[src/rtl/ppt_pkg.sv]
package ppt_pkg;
  typedef enum logic {
    TREND_DOWN = 1'b0,
    TREND_UP   = 1'b1
  } trend_e;
endpackage

[src/rtl/ppt_sample_hist.sv]
// Holds the previously consumed sample and tells whether a new one fell.
module ppt_sample_hist #(
  parameter int VW = 16
) (
  input  logic          clk,
  input  logic          rst,
  input  logic          take,
  input  logic [VW-1:0] sample,
  output logic          have_base,
  output logic          fell
);
  logic [VW-1:0] prev_q;
  logic          base_q;

  always_ff @(posedge clk) begin
    if (rst) begin
      prev_q <= '0;
      base_q <= 1'b0;
    end else if (take) begin
      prev_q <= sample;
      base_q <= 1'b1;
    end
  end

  assign have_base = base_q;
  // ties are not a fall, so direction is kept on equal samples
  assign fell      = base_q && (sample < prev_q);


  baseline_once_chk: assert property (@(posedge clk) disable iff (rst)
    have_base |=> have_base);
endmodule

[src/rtl/ppt_step_clamp.sv]
// One saturating step of the period followed by the limit clamp.
module ppt_step_clamp #(
  parameter int PW = 16
) (
  input  logic [PW-1:0] cur,
  input  logic          go_up,
  input  logic [PW-1:0] step,
  input  logic [PW-1:0] lo,
  input  logic [PW-1:0] hi,
  output logic [PW-1:0] nxt
);
  localparam logic [PW-1:0] ALL_ONES = '1;

  logic [PW:0]   up_sum;
  logic [PW:0]   dn_dif;
  logic [PW-1:0] raw;
  logic [PW-1:0] top_cut;

  always_comb begin
    up_sum = {1'b0, cur} + {1'b0, step};
    dn_dif = {1'b0, cur} - {1'b0, step};
    if (go_up) raw = up_sum[PW] ? ALL_ONES : up_sum[PW-1:0];
    else       raw = dn_dif[PW] ? '0       : dn_dif[PW-1:0];
    top_cut = (raw > hi) ? hi : raw;
    nxt     = (top_cut < lo) ? lo : top_cut;
  end
endmodule

[src/rtl/peak_period_tracker.sv]
module peak_period_tracker
  import ppt_pkg::*;
#(
  parameter int VW = 16,
  parameter int PW = 16
) (
  input  logic          clk,
  input  logic          rst,
  input  logic          smp_valid,
  output logic          smp_ready,
  input  logic [VW-1:0] smp_vout,
  input  logic [PW-1:0] cfg_init,
  input  logic [PW-1:0] cfg_lo,
  input  logic [PW-1:0] cfg_hi,
  input  logic [PW-1:0] cfg_step,
  output logic [PW-1:0] period_o,
  output logic          upd_o,
  output logic          trend_up_o
);
  logic          ready_q;
  logic          fire;
  logic          have_base;
  logic          fell;
  logic          decide;
  trend_e        trend_q;
  trend_e        trend_nxt;
  logic [PW-1:0] period_q;
  logic [PW-1:0] period_nxt;
  logic          upd_q;

  always_ff @(posedge clk) begin
    if (rst) ready_q <= 1'b0;
    else     ready_q <= 1'b1;
  end

  assign smp_ready = ready_q;
  assign fire      = smp_valid && ready_q;
  assign decide    = fire && have_base;

  ppt_sample_hist #(.VW(VW)) u_hist (
    .clk       (clk),
    .rst       (rst),
    .take      (fire),
    .sample    (smp_vout),
    .have_base (have_base),
    .fell      (fell)
  );

  assign trend_nxt = fell ? ((trend_q == TREND_UP) ? TREND_DOWN : TREND_UP) : trend_q;

  ppt_step_clamp #(.PW(PW)) u_step (
    .cur   (period_q),
    .go_up (trend_nxt == TREND_UP),
    .step  (cfg_step),
    .lo    (cfg_lo),
    .hi    (cfg_hi),
    .nxt   (period_nxt)
  );

  always_ff @(posedge clk) begin
    if (rst) begin
      period_q <= cfg_init;
      trend_q  <= TREND_UP;
      upd_q    <= 1'b0;
    end else begin
      upd_q <= 1'b0;
      if (decide) begin
        trend_q  <= trend_nxt;
        period_q <= period_nxt;
        upd_q    <= 1'b1;
      end
    end
  end

  assign period_o   = period_q;
  assign upd_o      = upd_q;
  assign trend_up_o = (trend_q == TREND_UP);


  ready_hold_chk: assert property (@(posedge clk) disable iff (rst)
    smp_ready |=> smp_ready);


  baseline_quiet_chk: assert property (@(posedge clk) disable iff (rst)
    (fire && !have_base) |=> (!upd_o && $stable(period_o)));


  period_hold_chk: assert property (@(posedge clk) disable iff (rst)
    !decide |=> (!upd_o && $stable(period_o)));


  strobe_follows_chk: assert property (@(posedge clk) disable iff (rst)
    decide |=> upd_o);


  reverse_on_fall_chk: assert property (@(posedge clk) disable iff (rst)
    (decide && fell) |=> (trend_up_o != $past(trend_up_o)));


  within_limits_chk: assert property (@(posedge clk) disable iff (rst)
    (decide && (cfg_lo <= cfg_hi)) |=>
      (period_o >= $past(cfg_lo) && period_o <= $past(cfg_hi)));
endmodule

[config.mk]
export PLATFORM = sky130hd
export DESIGN_NAME = peak_period_tracker
export DESIGN_NICKNAME = d
export VERILOG_FILES = /design/src/rtl/ppt_pkg.sv /design/src/rtl/ppt_sample_hist.sv /design/src/rtl/ppt_step_clamp.sv /design/src/rtl/peak_period_tracker.sv
export SDC_FILE = /design/constraint.sdc
export NUM_CORES = 1
export LEC_CHECK = 0
export CORE_ASPECT_RATIO = 1.4
export CORE_UTILIZATION = 35
export CTS_CLUSTER_SIZE = 24
export DETAILED_ROUTE_END_ITERATION = 10
export SLEW_MARGIN = 20
export SYNTH_ARGS = -nofsm -noshare
export SYNTH_HDL_FRONTEND = slang
export SYNTH_SLANG_ARGS = --single-unit
[constraint.sdc]
create_clock -name clk -period 10.4 [get_ports clk]
set_clock_uncertainty 0.1 [all_clocks]
set_input_delay 1.56 -clock clk [delete_from_list [all_inputs] [get_ports clk]]
set_output_delay 1.56 -clock clk [all_outputs]
set_load 0.01 [all_outputs]
Word level (Yosys, flattened, before mapping)
Cells that the tools add are included.

Add/subtract/negate cells: 2. $lt $le $gt $ge: 3. Multiplexer cells: 11. Reduce and logical (&&, ||, !) cells: 4.

Operator list (number): two-way mux 16 bit (7); < comparator 16 bit (2); adder 16 x 16 -> 17 bit (1); subtractor 16 x 16 -> 17 bit (1); greater-than comparator 16 bit (1); two-way mux 1 bit (4); logical AND 1 bit (3); nonzero test 2 bit (1).

Flip-flop bits (word level): 36. Input bits: 83. Output and inout port bits: 19. Logic and storage cells: 26.

Logic depth before layout (Yosys ltp)
Depth after elaboration: 10. Gate-level depth with buffers: 31. Depth with buffers taken out: 29.

Hierarchy
A second synthesis with hierarchy kept.

Cell total of the unflattened synthesis: 603. Area, all modules: 5109.9 um^2.

By module, submodules not included: ppt_step_clamp (times used 1, cells an instance 449, area each 3281.9 um^2, seq. area each 0.0 um^2); ppt_sample_hist (times used 1, cells an instance 107, area each 967.2 um^2, seq. area each 340.3 um^2); peak_period_tracker (times used 1, cells an instance 47, area each 860.8 um^2, seq. area each 540.5 um^2).

Worst setup path after synthesis
Ideal clock, no wire load.

Kind: input port to flip-flop. Start: input port smp_vout[11]. End: register period_q[4], in the netlist period_o[4], data pin. Library setup time: 0.267 ns. Data arrival time: 7.039 ns. Required time: 10.033 ns. Slack: 2.994 ns. Stages: 27. Buffers on the path: 1. Cells stage by stage: ha_1 > a21oi_2 > o21ai_1 > a2111o_1 > o21a_4 > o221a_2 > a22o_1 > mux2_2 > nor2_1 > ha_1 > a21oi_1 > nor2_1 > a2111oi_0 > o21ai_0 > o21a_1 > or3_1 > o221ai_1 > ha_1 > a211oi_1 > o21ai_0 > o211ai_1 > a21oi_1 > a211oi_1 > o21ai_4 > buf_6 > nor3_1 > a211oi_2.

Word-level cells in the longest chain between the ends: 10.

Ends and longest elaborated chain: from (decl) (RTL line peak_period_tracker.sv:11) `input logic [VW-1:0] smp_vout,`; < comparator 16 bit * (RTL line ppt_sample_hist.sv:27) `assign fell = base_q && (sample < prev_q);`; logical AND 1 bit * (RTL line ppt_sample_hist.sv:27); two-way mux 1 bit * (RTL line peak_period_tracker.sv:49) `assign trend_nxt = fell ? ((trend_q == TREND_UP) ? TREND_DOWN : TREND_UP) : trend_q;`; two-way mux 16 bit * (RTL line ppt_step_clamp.sv:22) `if (go_up) raw = up_sum[PW] ? ALL_ONES : up_sum[PW-1:0];`; greater-than comparator 16 bit (RTL line ppt_step_clamp.sv:24) `top_cut = (raw > hi) ? hi : raw;`; two-way mux 16 bit * (RTL line ppt_step_clamp.sv:24); < comparator 16 bit (RTL line ppt_step_clamp.sv:25) `nxt = (top_cut < lo) ? lo : top_cut;`; two-way mux 16 bit * (RTL line ppt_step_clamp.sv:25); two-way mux 16 bit * (RTL line peak_period_tracker.sv:67) `if (decide) begin`; two-way mux 16 bit * (RTL line peak_period_tracker.sv:61) `if (rst) begin`; to (signal assigned) (RTL line peak_period_tracker.sv:62) `period_q <= cfg_init;`; to (signal assigned) (RTL line peak_period_tracker.sv:69) `period_q <= period_nxt;`; to (decl) (RTL line peak_period_tracker.sv:27) `logic [PW-1:0] period_q;`.

Every way passes the cells marked *; elsewhere a longest branch is shown, timed or not. The select of a mux whose other input is x is not followed. A chain may end at the register's enable or synchronous reset.

Final worst setup path
Start: input port cfg_step[2]. End: register period_q[3], in the netlist period_o[3], data pin.

Word-level cells in the longest chain between the ends: 9. Elaborated cells on any way between the ends: 11. Classes of those cells: 2 x add/sub; 2 x order compare; 7 x mux.

Ends and longest elaborated chain: from (decl) (RTL line peak_period_tracker.sv:15) `input logic [PW-1:0] cfg_step,`; subtractor 16 x 16 -> 17 bit / adder 16 x 16 -> 17 bit (equally long branches) (RTL line ppt_step_clamp.sv:21, ppt_step_clamp.sv:20); two-way mux 16 bit (on tied branches) (RTL line ppt_step_clamp.sv:23, ppt_step_clamp.sv:22); two-way mux 16 bit * (RTL line ppt_step_clamp.sv:22); greater-than comparator 16 bit (RTL line ppt_step_clamp.sv:24); two-way mux 16 bit * (RTL line ppt_step_clamp.sv:24); < comparator 16 bit (RTL line ppt_step_clamp.sv:25); two-way mux 16 bit * (RTL line ppt_step_clamp.sv:25); two-way mux 16 bit * (RTL line peak_period_tracker.sv:67); two-way mux 16 bit * (RTL line peak_period_tracker.sv:61).

Marked as above.

==> results by group <==
Status
  – Status: complete, no violations

STA
  – Setup TNS: 0 ps
  – Final hold viol count: 0
  – Final worst-path cycle share: 88.3%
  – RSZ-0062 raised after global routing: false
  – Slew headroom: 39.1%
  – Final max-slew violation count: 0
  – Final setup vio count: 0
  – Final min period: 9180 ps
  – Worst-margin pin slew: 913 ps
  – Fmax achieved: 109 MHz

Floorplanning
  – Site Rows: 51
  – Die Ht: 145 microns
  – I/O pin count: 102
  – Starting Density: 36.3%
  – Die area: 0.0151 sq mm
  – Core area: 0.0141 sq mm
  – DIE WIDTH: 104 microns

Synthesis
  – Cell area after synthesis: 0.00512 sq mm
  – Yosys reg bits: 36
  – Post-synthesis cell type count: 93
  – Async SR Flop Fraction: 0%
  – Synth warnings: 0
  – Primary FF master, synth: dfxtp_1
  – Leading post-synthesis cells by cell area: ha_1, edfxtp_1, dfxtp_1, inv_1, nand2_1
  – Seq/Total Area, Yosys: 17.2%
  – Post-Syn Nets: 801
  – Number of synthesized flops with an enable pin: 16
  – Mapped Avg Cell Area: 8.02 sq um
  – Cells after synthesis: 638
  – Post-synth top area share: 19.1%
  – Cell taking the most area after synthesis: ha_1

Critical path
  – Critical path's top delay family: compound AO/OA/AOI/OAI gates
  – CP Class: input port to register
  – CP endpoint kind: register
  – CP dominant cell by count: a21oi_1
  – CP max FO: 14
  – Crit path arrival time: 9110 ps
  – Worst path buffer plus inverter count: 2
  – Worst setup SP type: input port
  – Reg2reg setup slack: 2550 ps
  – Reg2reg path depth: 25
  – Required time of the critical path: 10330 ps
  – Crit Reg-Reg Endpoint: period_o[3]
  – R2R Path Start: period_o[5]
  – Crit-path max cell delay: 710 ps
  – Crit-path slowest cell: o41ai_1

CTS
  – CTS tree: built
  – Setup repair bufs after CTS: 0
  – Num CTS Buffers: 5
  – Hold-fix buffers, CTS: 0
  – Cts repair resizes: 0
  – Clk buf depth: 2
  – CTS Root Cell: clkbuf_16
  – H-tree lvl count: 2
  – Worst-Skew Late Latency: 280 ps
  – Reg clk slew, reported paths: 50 ps
  – Clock Sink Count: 36

Global routing
  – Initial antenna violation count: 0
  – GRT overflow: 0
  – First-pass GRT wire length: 27400 microns
  – Vias in the first global route: 5239
  – Largest net degree at the start of global routing: 50
  – GRT Total Usage: 22.9%

Routing
  – Drt wl/cell: 19.1 microns
  – First DRT Iteration DRCs: 173
  – Routed WL: 17400 microns
  – Vias per cell: 5.68
  – Drt pass-1 iters: 4
  – DRC Markers: 0
  – Via count: 5167
  – Antenna Nets Post-Route: 0

Place
  – Routability cong.: 0.909
  – Placed Cells: 901
  – Number of port buffers: 101
  – Dpl hpwl: 14600 microns

Power
  – Total Power: 1670 uW
  – Leakage power: 0.00262 uW
  – Maximum vdd drop: 0.0943 mV
  – PwrDens: 262 mW/mm^2

Min path
  – Min-delay src: u_hist.prev_q[8]
  – Hold endpoint: u_hist.prev_q[8]
  – Worst min path class: register to register
  – Hold path depth: 2

Cells and area
  – Post-route insts no fill: 909
  – Layout cell share with drive strength beyond 1: 7.87%
  – P&R area growth vs syn: 24.5%
  – Antenna diodes: 0
  – Final nets: 886

Job
  – Max-Cap Viols: 0
worst min-delay path, delay by kind of cell (launching register included):
family | cells | cell delay [ps]
AOI/OAI and AO/OA | 1 | 50
DFF | 1 | 300
and+or+nand+nor | 1 | 50
state kept, by name (all words and copies together), names as in the netlist:
name,count
period_o,16
smp_ready,1
trend_up_o,1
u_hist.have_base,1
u_hist.prev_q,16
upd_o,1
worst max-delay path by stage:
stage / start / cells past startpoint / slack [ps] / to
2_1_floorplan: smp_vout[11] / 27 / 2990 / period_o[4]
3_3_place_gp: cfg_step[2] / 27 / 1170 / period_o[15]
3_5_place_dp: cfg_step[5] / 27 / 1080 / period_o[3]
4_1_cts: cfg_step[2] / 27 / 1340 / period_o[3]
5_1_grt: cfg_step[5] / 27 / 820 / period_o[4]
6_report: cfg_step[2] / 27 / 1220 / period_o[3]
cell usage in the layout (no fill, tap or decap), types with 4 or more instances in the layout:
cell,n
a211oi_1,11
a21o_1,6
a21oi_1,42
a31oi_1,9
and2_1,7
and3_1,4
clkbuf_16,5
clkdlybuf4s50_1,100
dfxtp_1,20
edfxtp_1,16
ha_1,78
inv_1,78
mux2i_1,9
nand2_1,71
nand2b_1,4
nand3_1,7
nand3b_1,4
nand4_1,7
nor2_1,42
nor2b_1,6
nor3_1,12
nor4_1,11
o211ai_1,6
o21a_1,11
o21ai_0,22
o21ai_1,15
o21bai_1,4
o22ai_1,4
o31a_1,5
o31ai_1,6
o41ai_2,5
or3_1,10
metrics by stage:
step / hold slack, ps / utilization [%] / area [sq um] / setup slack, ps
5_1_grt: 377 / 45.2 / 6370 / 825
3_5_place_dp: 347 / 44.2 / 6230 / 1080
6_report: 354 / 45.2 / 6370 / 1220
2_1_floorplan: 336 / - / 5120 / 2990
3_3_place_gp: 342 / 44.2 / 6230 / 1170
4_1_cts: 355 / 45.2 / 6370 / 1340
metal layers:
layer	vias to the layer above	track usage, %	wire length, microns
met4	0	11.4	777
met3	41	2.16	603
li1	2502	-	-
met1	2475	24.8	6810
met2	149	43.5	9160
met5	-	0	0
synth_stat cells (all sizes together) (5+ instances only):
cell type and count:
a211oi 13, a21o 6, a21oi 44, a31oi 9, and2 7, and3 5
buf 14, clkbuf 10, dfxtp 20, edfxtp 16, ha 78, inv 79
mux2i 9, nand2 73, nand2b 5, nand3 7, nand4 7, nor2 43
nor2b 6, nor3 13, nor4 11, o211ai 8, o21a 12, o21ai 40
o311ai 5, o31a 5, o31ai 6, o41ai 6, or3 12
power by group:
group,total [uW],internal [uW],switching [uW]
logic,1300,537,764
registers,221,189,32.9
clock network,145,88.5,56.5
cell type report:
type                            count  area [sq um]
Sequential cell                    36           881
Timing Repair Buffer              102          1010
Tap cell                          185           231
Clock inverter                      1          5.00
Multi-Input combinational cell    498          3810
Clock buffer                        7           133
Inverter                           80           300
Fill cell                        1443          7730
cells by family after synthesis:
kind of cell               Yosys count  share of synthesized area, %
adders and majority gates           80                          19.9
buffers and inverters              104                          8.36
muxes                               13                          2.79
and+or+nand+nor                    205                          20.7
xor gates and xnor gates             2                         0.342
DFF                                 36                          17.2
AOI/OAI and AO/OA                  198                          30.7
No activity file was read; power rests on OpenSTA's default activity.
